File: src/rtl/icu_pkg.sv
package icu_pkg;

  typedef enum logic [1:0] {
    EDGE_OFF  = 2'd0,
    EDGE_RISE = 2'd1,
    EDGE_FALL = 2'd2,
    EDGE_ANY  = 2'd3
  } edge_mode_e;

  localparam logic [7:0] OFF_CAPT = 8'h10;
  localparam logic [7:0] OFF_MODE = 8'h30;
  localparam logic [7:0] OFF_CTRL = 8'h50;
  localparam logic [7:0] OFF_IEN  = 8'h54;
  localparam logic [7:0] OFF_ISTS = 8'h58;
  localparam logic [7:0] OFF_IACK = 8'h5C;

  localparam int CTRL_PSC_LSB = 4;
  localparam int CTRL_RUN_BIT = 10;
  localparam int IRQ_LSB      = 1;
  localparam int CH_STRIDE    = 4;

endpackage

File: src/rtl/icu_timebase.sv
module icu_timebase #(
  parameter int PSC_W = 5,
  parameter int TMR_W = 32
) (
  input  logic             clk,
  input  logic             rst,
  input  logic             run,
  input  logic [PSC_W-1:0] psc,
  output logic [TMR_W-1:0] tmr
);

  logic [PSC_W-1:0] div_q;

  always_ff @(posedge clk) begin
    if (rst || !run) begin
      div_q <= '0;
      tmr   <= '0;
    end else if (div_q >= psc) begin
      div_q <= '0;
      tmr   <= tmr + 1'b1;
    end else begin
      div_q <= div_q + 1'b1;
    end
  end

endmodule

File: src/rtl/icu_edge_detect.sv
module icu_edge_detect
  import icu_pkg::*;
#(
  parameter int SYNC_STAGES = 2
) (
  input  logic       clk,
  input  logic       rst,
  input  logic       run,
  input  logic [1:0] mode,
  input  logic       pin,
  output logic       stb
);

  localparam int SH_W = SYNC_STAGES + 1;

  logic [SH_W-1:0] sh_q;
  logic            cur, prev, rise, fall, hit;

  always_ff @(posedge clk) begin
    if (rst) sh_q <= '0;
    else     sh_q <= {sh_q[SH_W-2:0], pin};
  end

  assign cur  = sh_q[SYNC_STAGES-1];
  assign prev = sh_q[SYNC_STAGES];
  assign rise = cur & ~prev;
  assign fall = ~cur & prev;

  always_comb begin
    unique case (edge_mode_e'(mode))
      EDGE_RISE: hit = rise;
      EDGE_FALL: hit = fall;
      EDGE_ANY:  hit = rise | fall;
      default:   hit = 1'b0;
    endcase
  end

  assign stb = run & hit;

endmodule

File: src/rtl/icu_regfile.sv
module icu_regfile
  import icu_pkg::*;
#(
  parameter int N_CH   = 4,
  parameter int TMR_W  = 32,
  parameter int PSC_W  = 5,
  parameter int ADDR_W = 8,
  parameter int DATA_W = 32
) (
  input  logic              clk,
  input  logic              rst,
  input  logic              bus_wr,
  input  logic              bus_rd,
  input  logic [ADDR_W-1:0] bus_addr,
  input  logic [DATA_W-1:0] bus_wdata,
  input  logic [N_CH-1:0]   stb,
  input  logic [TMR_W-1:0]  tmr,
  output logic              run,
  output logic [PSC_W-1:0]  psc,
  output logic [2*N_CH-1:0] mode_flat,
  output logic [N_CH-1:0]   ists,
  output logic [N_CH-1:0]   ien,
  output logic [DATA_W-1:0] bus_rdata,
  output logic              irq
);

  logic [1:0]       mode_q [N_CH];
  logic [TMR_W-1:0] capt_q [N_CH];
  logic [N_CH-1:0]  ack_bits;
  logic [DATA_W-1:0] rd_word;
  logic             wr_ctrl, wr_ien, wr_ack;
  logic             unused_wdata;

  assign unused_wdata = ^bus_wdata;

  assign wr_ctrl  = bus_wr && (bus_addr == ADDR_W'(OFF_CTRL));
  assign wr_ien   = bus_wr && (bus_addr == ADDR_W'(OFF_IEN));
  assign wr_ack   = bus_wr && (bus_addr == ADDR_W'(OFF_IACK));
  assign ack_bits = wr_ack ? bus_wdata[IRQ_LSB +: N_CH] : '0;

  always_ff @(posedge clk) begin
    if (rst) begin
      run <= 1'b0;
      psc <= '0;
    end else if (wr_ctrl) begin
      run <= bus_wdata[CTRL_RUN_BIT];
      psc <= bus_wdata[CTRL_PSC_LSB +: PSC_W];
    end
  end

  always_ff @(posedge clk) begin
    if (rst)         ien <= '0;
    else if (wr_ien) ien <= bus_wdata[IRQ_LSB +: N_CH];
  end

  always_ff @(posedge clk) begin
    if (rst) ists <= '0;
    else     ists <= stb | (ists & ~ack_bits);
  end

  always_ff @(posedge clk) begin
    for (int i = 0; i < N_CH; i++) begin
      if (rst) begin
        mode_q[i] <= 2'b00;
      end else if (bus_wr &&
                   bus_addr == ADDR_W'(int'(OFF_MODE) + CH_STRIDE * i)) begin
        mode_q[i] <= bus_wdata[1:0];
      end
    end
  end

  always_ff @(posedge clk) begin
    for (int i = 0; i < N_CH; i++) begin
      if (rst)         capt_q[i] <= '0;
      else if (stb[i]) capt_q[i] <= tmr;
    end
  end

  for (genvar g = 0; g < N_CH; g++) begin : g_mode_out
    assign mode_flat[2*g +: 2] = mode_q[g];
  end

  always_comb begin
    rd_word = '0;
    if (bus_addr == ADDR_W'(OFF_CTRL)) begin
      rd_word[CTRL_PSC_LSB +: PSC_W] = psc;
      rd_word[CTRL_RUN_BIT]          = run;
    end
    if (bus_addr == ADDR_W'(OFF_IEN))  rd_word[IRQ_LSB +: N_CH] = ien;
    if (bus_addr == ADDR_W'(OFF_ISTS)) rd_word[IRQ_LSB +: N_CH] = ists;
    for (int i = 0; i < N_CH; i++) begin
      if (bus_addr == ADDR_W'(int'(OFF_CAPT) + CH_STRIDE * i))
        rd_word = DATA_W'(capt_q[i]);
      if (bus_addr == ADDR_W'(int'(OFF_MODE) + CH_STRIDE * i))
        rd_word = DATA_W'(mode_q[i]);
    end
  end

  always_ff @(posedge clk) begin
    if (rst)         bus_rdata <= '0;
    else if (bus_rd) bus_rdata <= rd_word;
  end

  always_ff @(posedge clk) begin
    if (rst) irq <= 1'b0;
    else     irq <= |(ists & ien);
  end

endmodule

File: src/rtl/icu_capture_top.sv
module icu_capture_top #(
  parameter int N_CH        = 4,
  parameter int TMR_W       = 32,
  parameter int PSC_W       = 5,
  parameter int ADDR_W      = 8,
  parameter int DATA_W      = 32,
  parameter int SYNC_STAGES = 2
) (
  input  logic              clk,
  input  logic              rst,
  input  logic              bus_wr,
  input  logic              bus_rd,
  input  logic [ADDR_W-1:0] bus_addr,
  input  logic [DATA_W-1:0] bus_wdata,
  output logic [DATA_W-1:0] bus_rdata,
  input  logic [N_CH-1:0]   cap_in,
  output logic              irq
);

  logic              run_w;
  logic [PSC_W-1:0]  psc_w;
  logic [TMR_W-1:0]  tmr_w;
  logic [N_CH-1:0]   stb_w;
  logic [N_CH-1:0]   ists_w;
  logic [N_CH-1:0]   ien_w;
  logic [2*N_CH-1:0] mode_flat;

  icu_timebase #(.PSC_W(PSC_W), .TMR_W(TMR_W)) u_timebase (
    .clk (clk),
    .rst (rst),
    .run (run_w),
    .psc (psc_w),
    .tmr (tmr_w)
  );

  for (genvar g = 0; g < N_CH; g++) begin : g_chan
    icu_edge_detect #(.SYNC_STAGES(SYNC_STAGES)) u_edge (
      .clk  (clk),
      .rst  (rst),
      .run  (run_w),
      .mode (mode_flat[2*g +: 2]),
      .pin  (cap_in[g]),
      .stb  (stb_w[g])
    );
  end

  icu_regfile #(
    .N_CH(N_CH), .TMR_W(TMR_W), .PSC_W(PSC_W),
    .ADDR_W(ADDR_W), .DATA_W(DATA_W)
  ) u_regs (
    .clk       (clk),
    .rst       (rst),
    .bus_wr    (bus_wr),
    .bus_rd    (bus_rd),
    .bus_addr  (bus_addr),
    .bus_wdata (bus_wdata),
    .stb       (stb_w),
    .tmr       (tmr_w),
    .run       (run_w),
    .psc       (psc_w),
    .mode_flat (mode_flat),
    .ists      (ists_w),
    .ien       (ien_w),
    .bus_rdata (bus_rdata),
    .irq       (irq)
  );

endmodule

File: config.mk
export PLATFORM = sky130hd
export DESIGN_NAME = icu_capture_top
export DESIGN_NICKNAME = d
export VERILOG_FILES = /design/src/rtl/icu_pkg.sv /design/src/rtl/icu_timebase.sv /design/src/rtl/icu_edge_detect.sv /design/src/rtl/icu_regfile.sv /design/src/rtl/icu_capture_top.sv
export SDC_FILE = /design/constraint.sdc
export NUM_CORES = 1
export LEC_CHECK = 0
export BUFFER_PORTS_ARGS = -buffer_cell sky130_fd_sc_hd__buf_4
export CORE_MARGIN = 2
export CORE_UTILIZATION = 40
export DETAILED_ROUTE_END_ITERATION = 10
export GPL_TIMING_DRIVEN = 1
export PLACE_DENSITY = 0.61
export SLEW_MARGIN = 25
export SYNTH_ARGS = -nofsm -noshare
export SYNTH_HDL_FRONTEND = slang
export SYNTH_HIERARCHICAL = 1
export SYNTH_SLANG_ARGS = --single-unit
File: constraint.sdc
create_clock -name clk -period 5.4 [get_ports clk]
set_clock_uncertainty 0.2 [all_clocks]
set_input_delay 1.08 -clock clk [delete_from_list [all_inputs] [get_ports clk]]
set_output_delay 1.08 -clock clk [all_outputs]
set_load 0.02 [all_outputs]
Yosys cells after proc, flatten, opt, wreduce, memory -nomap -nowiden --
Memory sizes are Yosys's and may differ from the RTL's. Cells that the tools add are included.
Word-level totals: register bits after elaboration 96, RAM bits 136, output and inout bits 33, logic and storage cells 139, memories 2
Operators by class: $add $sub $neg 2, magnitude comparators 1, equal/unequal tests 24, multiplexer cells 51, bitwise logic cells 36, reductions and logical operators 11
Memories:
- u_regs.capt_q | words 4, bits a word 32, rd ports 4, clocked after Yosys merged registers in 0, write ports 4, RTL line icu_regfile.sv:28 | logic [TMR_W-1:0] capt_q [N_CH];
- u_regs.mode_q | words 4, bits a word 2, rd ports 4, clocked after Yosys merged registers in 0, write ports 4, RTL line icu_regfile.sv:27 | logic [1:0] mode_q [N_CH];
Operators with widths (count):
- $mux W32 | 12
- $add A32 B1 Y32 const B | 1
- $eq A8 B5 Y1 const B | 4
- $eq A8 B6 Y1 const B | 4
- $eq A8 B7 Y1 const B | 4
- $mux W1 | 27
- $eq A2 B2 Y1 const B | 8
- $and A1 B1 Y1 | 12
- $mux W4 | 3
- $or A1 B1 Y1 | 12
- $pmux W1 S3 | 4
- $and A4 B4 Y4 | 2
- $eq A2 B1 Y1 const B | 4
- $mux W2 | 4
- $not A1 Y1 | 8
- $logic_and A1 B1 Y1 | 7
- $add A5 B1 Y5 const B | 1
- $ge A5 B5 Y1 | 1
- $mux W5 | 1
- $not A4 Y4 | 1
- $or A4 B4 Y4 | 1
- $reduce_or A4 Y1 | 1
- $reduce_or A2 Y1 | 1
- $logic_not A1 Y1 | 1
- $logic_or A1 B1 Y1 | 1

Longest topological paths before layout --
word-level depth 12, gate-level depth with buffers 9, mapped depth without buffers 7

Hierarchy --
Netlist, hierarchy kept.
By module, submodules not included:
- icu_regfile | times used 1, cells each 617, area an instance 7886.3 um^2
- icu_timebase | times used 1, cells each 231, area an instance 1961.9 um^2
- icu_edge_detect | times used 4, cells each 15, area an instance 138.9 um^2

Least setup slack after synthesis --
Ideal clock, no wire load.
path kind input port to flip-flop, start input port rst, end memory u_regs.capt_q[3][0] (enable), setup time 0.375 ns, data arrival time 2.065 ns, data required time 4.825 ns, path slack 2.761 ns, stages 3, buffers on the path 2, cell sequence clkbuf_1 -> clkbuf_1 -> or2_2
RTL lines:
- from (decl) | RTL line icu_capture_top.sv:10 | input logic rst,
- to (decl) | RTL line icu_regfile.sv:28

Worst setup path after layout --
start input port bus_addr[1], end register u_regs.bus_rdata[21]
Between the ends: word-level cells in the longest chain between the ends 9, elaborated cells on any way between the ends 16, classes of those cells 8 x eq/ne; 8 x mux
RTL lines:
- from (decl) | RTL line icu_capture_top.sv:13 | input logic [ADDR_W-1:0] bus_addr,
- $eq A8 B5 Y1 | RTL line icu_regfile.sv:92 | if (bus_addr == ADDR_W'(int'(OFF_CAPT) + CH_STRIDE * i))
- $mux W32 | RTL line icu_regfile.sv:92
- $mux W32 | RTL line icu_regfile.sv:94 | if (bus_addr == ADDR_W'(int'(OFF_MODE) + CH_STRIDE * i))
- $mux W32 | RTL line icu_regfile.sv:92
- $mux W32 | RTL line icu_regfile.sv:94
- $mux W32 | RTL line icu_regfile.sv:92
- $mux W32 | RTL line icu_regfile.sv:94
- $mux W32 | RTL line icu_regfile.sv:92
- $mux W32 * | RTL line icu_regfile.sv:94
- to (signal assigned) | RTL line icu_regfile.sv:101 | else if (bus_rd) bus_rdata <= rd_word;
- to (decl) | RTL line icu_regfile.sv:23 | output logic [DATA_W-1:0] bus_rdata,
Mark *: on every way between the ends. The rest lies on a longest branch, timed or not. A chain may end at the register's enable or synchronous reset.

==> results by group <==
Global route
  – Vias in the first global route: just under 7000
  – Initial antenna violation count: 0
  – GRT Util Overall: 18.2%
  – Largest net degree at the start of global routing: 69
  – First-pass GRT wire length: 38.5 mm
  – Total gr overflow: 0

Die
  – Die area: between 0.02 and 0.03 sq mm
  – Row count: between 50 and 60
  – Core area: 0.0258 sq mm
  – IO Count: between 80 and 90
  – Starting density of the core: 40.4%
  – Die Span X: ~170 microns
  – Die span in y: around 170 microns

Timing
  – Min Hold Slack: 241 ps
  – Max transition margin: ~33%
  – Final Slew Violations: 0
  – Setup-failing EPs final: 0
  – Fin. Hold Viols: 0
  – RSZ-0062 raised after global routing: no
  – Tcrit/Tclk final: ~56%
  – Slew of the pin with the lowest slew margin: approximately 1000 ps
  – Post-layout minimum cycle time: around 3000 ps
  – Post-route setup TNS: 0 ps
  – Fmax: 329 MHz
  – Fin worst setup slack: 2360 ps

Routing
  – Routed Antenna Nets: 0
  – Final wirelength: between 20 and 25 mm
  – Via Count: 7185
  – Vias per Instance: around 5.5
  – Remaining DRCs: 0
  – Drt pass-1 iters: 5
  – Post-DR wirelength/cell: 19.2 microns
  – DR iter-0 viols: 653

Critical path
  – Largest stage delay, worst path: 710 ps
  – Cell Chain, Critical Path: buf_4 > or3_1 > nor2_2 > buf_4 > a32oi_1 > a311oi_1
  – Worst Path Required: 5600 ps
  – CP dominant cell by count: buf_4
  – Crit Path Max Fanout: 16
  – Data arrival, critical path: ~3200 ps
  – Crit. End Element: register
  – CP startpoint kind: input port
  – Crit path kind: in2reg
  – Highest-delay cell along the critical path: nor2_2
  – R2R cell count: 5

Synth
  – Synth warnings: 6
  – Main combinational cell family by area after synthesis: simple AND/OR/NAND/NOR gates
  – Primary FF master, synth: edfxtp_1
  – Post-Synthesis Cells: 908
  – Post-Synth Simple-Gate Area: 20.1%
  – Synth Cell Area: approximately 0.010 sq mm
  – Post-synth EDFFs: approximately 140
  – Sequential area share after synthesis: 57.7%
  – Adder-Cell Fraction of Synth Area: ~1.8%
  – Async set or reset register ratio after synthesis: 0%
  – Syn Area/Cell: between 10 and 15 sq um
  – Mux share of post-synthesis cell area: between 1.5 and 2%
  – Flop and latch count out of synthesis: 232
  – Syn_nets: 971
  – Library cells used by synthesis: 71
  – Post-synthesis xor/xnor area fraction: less than 1%
  – Compound-Gate Fraction of Synth Area: between 10% and 20%

Clock tree
  – Clk slew on worst S/H paths: approximately 60 ps
  – Cts repair resizes: 0
  – Clock Path Buffers: 3
  – Total CTS buffers: 25
  – Sink Count: around 230
  – Root Buffer: clkbuf_16
  – TritonCTS clock tree: built
  – Clk_lat worst skew: between 500 and 600 ps
  – Setup Buffers After CTS: 0
  – Htree depth: 1
  – Hold buffers post-CTS: 0

Place
  – Inst Count DP: ~1300
  – Port buffer count: 58
  – Routability cong.: 0.774
  – Pre-CTS WS: around 1900 ps
  – Placed Area: 0.0111 sq mm
  – DP HPWL: 14.7 mm

Cells and area
  – P&R area growth vs syn: 14.2%
  – Post-layout util: between 40% and 50%
  – Final instance area: 0.0119 sq mm
  – Fin cells: around 1300
  – Nets: roughly 1000
  – Share of cells above drive strength 1: between 10 and 15%

Min path
  – Worst hold path class: reg2reg
  – Worst Hold Depth: 1

Power and ir drop
  – Int Power: 3.00 mW
  – Switching share of total power: 20.7%
  – LEAKAGE: between 4 and 5 nW
  – Total power draw: around 3.8 mW
  – Worst VDD drop: ~0.00028 V
  – Clock network fraction of total power: between 40% and 50%
  – Pwr/cell area: roughly 320 mW/mm^2
  – Sequential power share: between 50% and 60%
  – Comb power frac: slightly below 4%
  – Sw Pwr: around 0.78 mW

Run status
  – Status: finished clean

Run
  – Max cap viols: 0
-- kinds of logic (layout without fill, tap and decap cells) --
kind of cell | count (synthesis) | after routing
and+or+nand+nor | 356 | 356
DFF | 232 | 232
AOI/OAI and AO/OA | 202 | 202
buffers and inverters | 82 | 139
muxes | 16 | 16
adders and majority gates | 15 | 15
xor gates and xnor gates | 5 | 5
other | 0 | 1
-- area by class of cell --
| type | instances | area [sq um] |
|---|---|---|
| sequential | 232 | 6010 |
| fill | 2328 | 13900 |
| antenna | 1 | 2.50 |
| clock buffer | 34 | 679 |
| timing repair buffer | 72 | 553 |
| tap | 335 | 419 |
| inverter | 22 | 82.6 |
| clock inverter | 11 | 125 |
| multi-input combinational | 594 | 4010 |
-- routing by layer --
layer	global-route usage [%]	vias to the layer above	routed length, microns
li1	-	3500	-
met1	24.9	3498	11600
met2	31.1	159	11900
met3	1.97	28	1180
met4	4.03	0	325
met5	0	-	0
-- synth_stat cells (17+ instances only) --
| cell | instances | share of area, % |
|---|---|---|
| clkbuf_1 | 33 | 1.2 |
| a311oi_1 | 26 | 2.2 |
| nand2_1 | 31 | 1.1 |
| inv_1 | 21 | 0.76 |
| o21ai_0 | 23 | 1.1 |
| dfxtp_1 | 96 | 18 |
| edfxtp_1 | 136 | 39 |
| and2_1 | 137 | 8.2 |
| a32oi_1 | 52 | 4.4 |
| nor2_1 | 67 | 2.4 |
| a21oi_1 | 37 | 1.8 |
| nor2b_1 | 22 | 1.3 |
| nand3_1 | 17 | 0.82 |
-- path summary, 6_finish.rpt --
path / from / slack, ps / end
setup / recovery: bus_addr[1] / 2360 / u_regs/bus_rdata[21]
hold / removal: g_chan[2].u_edge/sh_q[0] / 240 / g_chan[2].u_edge/sh_q[1]
setup reg to reg: g_chan[3].u_edge/sh_q[1] / 2520 / u_regs/capt_q[3][19]
hold reg to reg: g_chan[2].u_edge/sh_q[0] / 240 / g_chan[2].u_edge/sh_q[1]
-- state kept, by name (all words and copies together) (netlist names) --
signal / cells
u_regs/capt_q: 128
u_regs/bus_rdata: 32
u_timebase/tmr: 32
g_chan.u_edge/sh_q: 12
u_regs/mode_q: 8
u_regs/psc: 5
u_timebase/div_q: 5
u_regs/ien: 4
u_regs/ists: 4
u_regs/irq: 1
u_regs/run: 1
-- layout by cell type (no fill, tap or decap), drive strengths merged, types with 7 or more instances in the layout --
cell | netlist | layout
and2 | 138 | 138
edfxtp | 136 | 136
dfxtp | 96 | 96
buf | 25 | 72
nor2 | 68 | 68
a32oi | 52 | 52
a21oi | 37 | 37
clkbuf | 35 | 34
nand2 | 31 | 31
a311oi | 26 | 26
o21ai | 24 | 24
nor2b | 22 | 22
inv | 21 | 21
nand3 | 19 | 19
ha | 15 | 15
mux2i | 15 | 15
o31ai | 14 | 14
or3 | 14 | 14
or4 | 12 | 12
nand2b | 11 | 11
nand4 | 10 | 10
clkinv | 1 | 9
a22o | 7 | 7
-- worst max-delay path, delay by kind of cell --
| family | cells | cell delay [ps] |
|---|---|---|
| buffers and inverters | 2 | 530 |
| and+or+nand+nor | 2 | 1150 |
| AOI/OAI and AO/OA | 2 | 450 |
-- power by group through the flow --
stage	clock (mW)	combinational (mW)	sequential (mW)
after CTS	1.72	0.148	1.95
after detailed placement	0	0.148	1.99
after floorplan	0	0.0740	1.99
after global placement	0	0.146	1.99
final	1.68	0.149	1.95
after global routing	1.78	0.161	1.96
(Power assumes the default switching activity.)
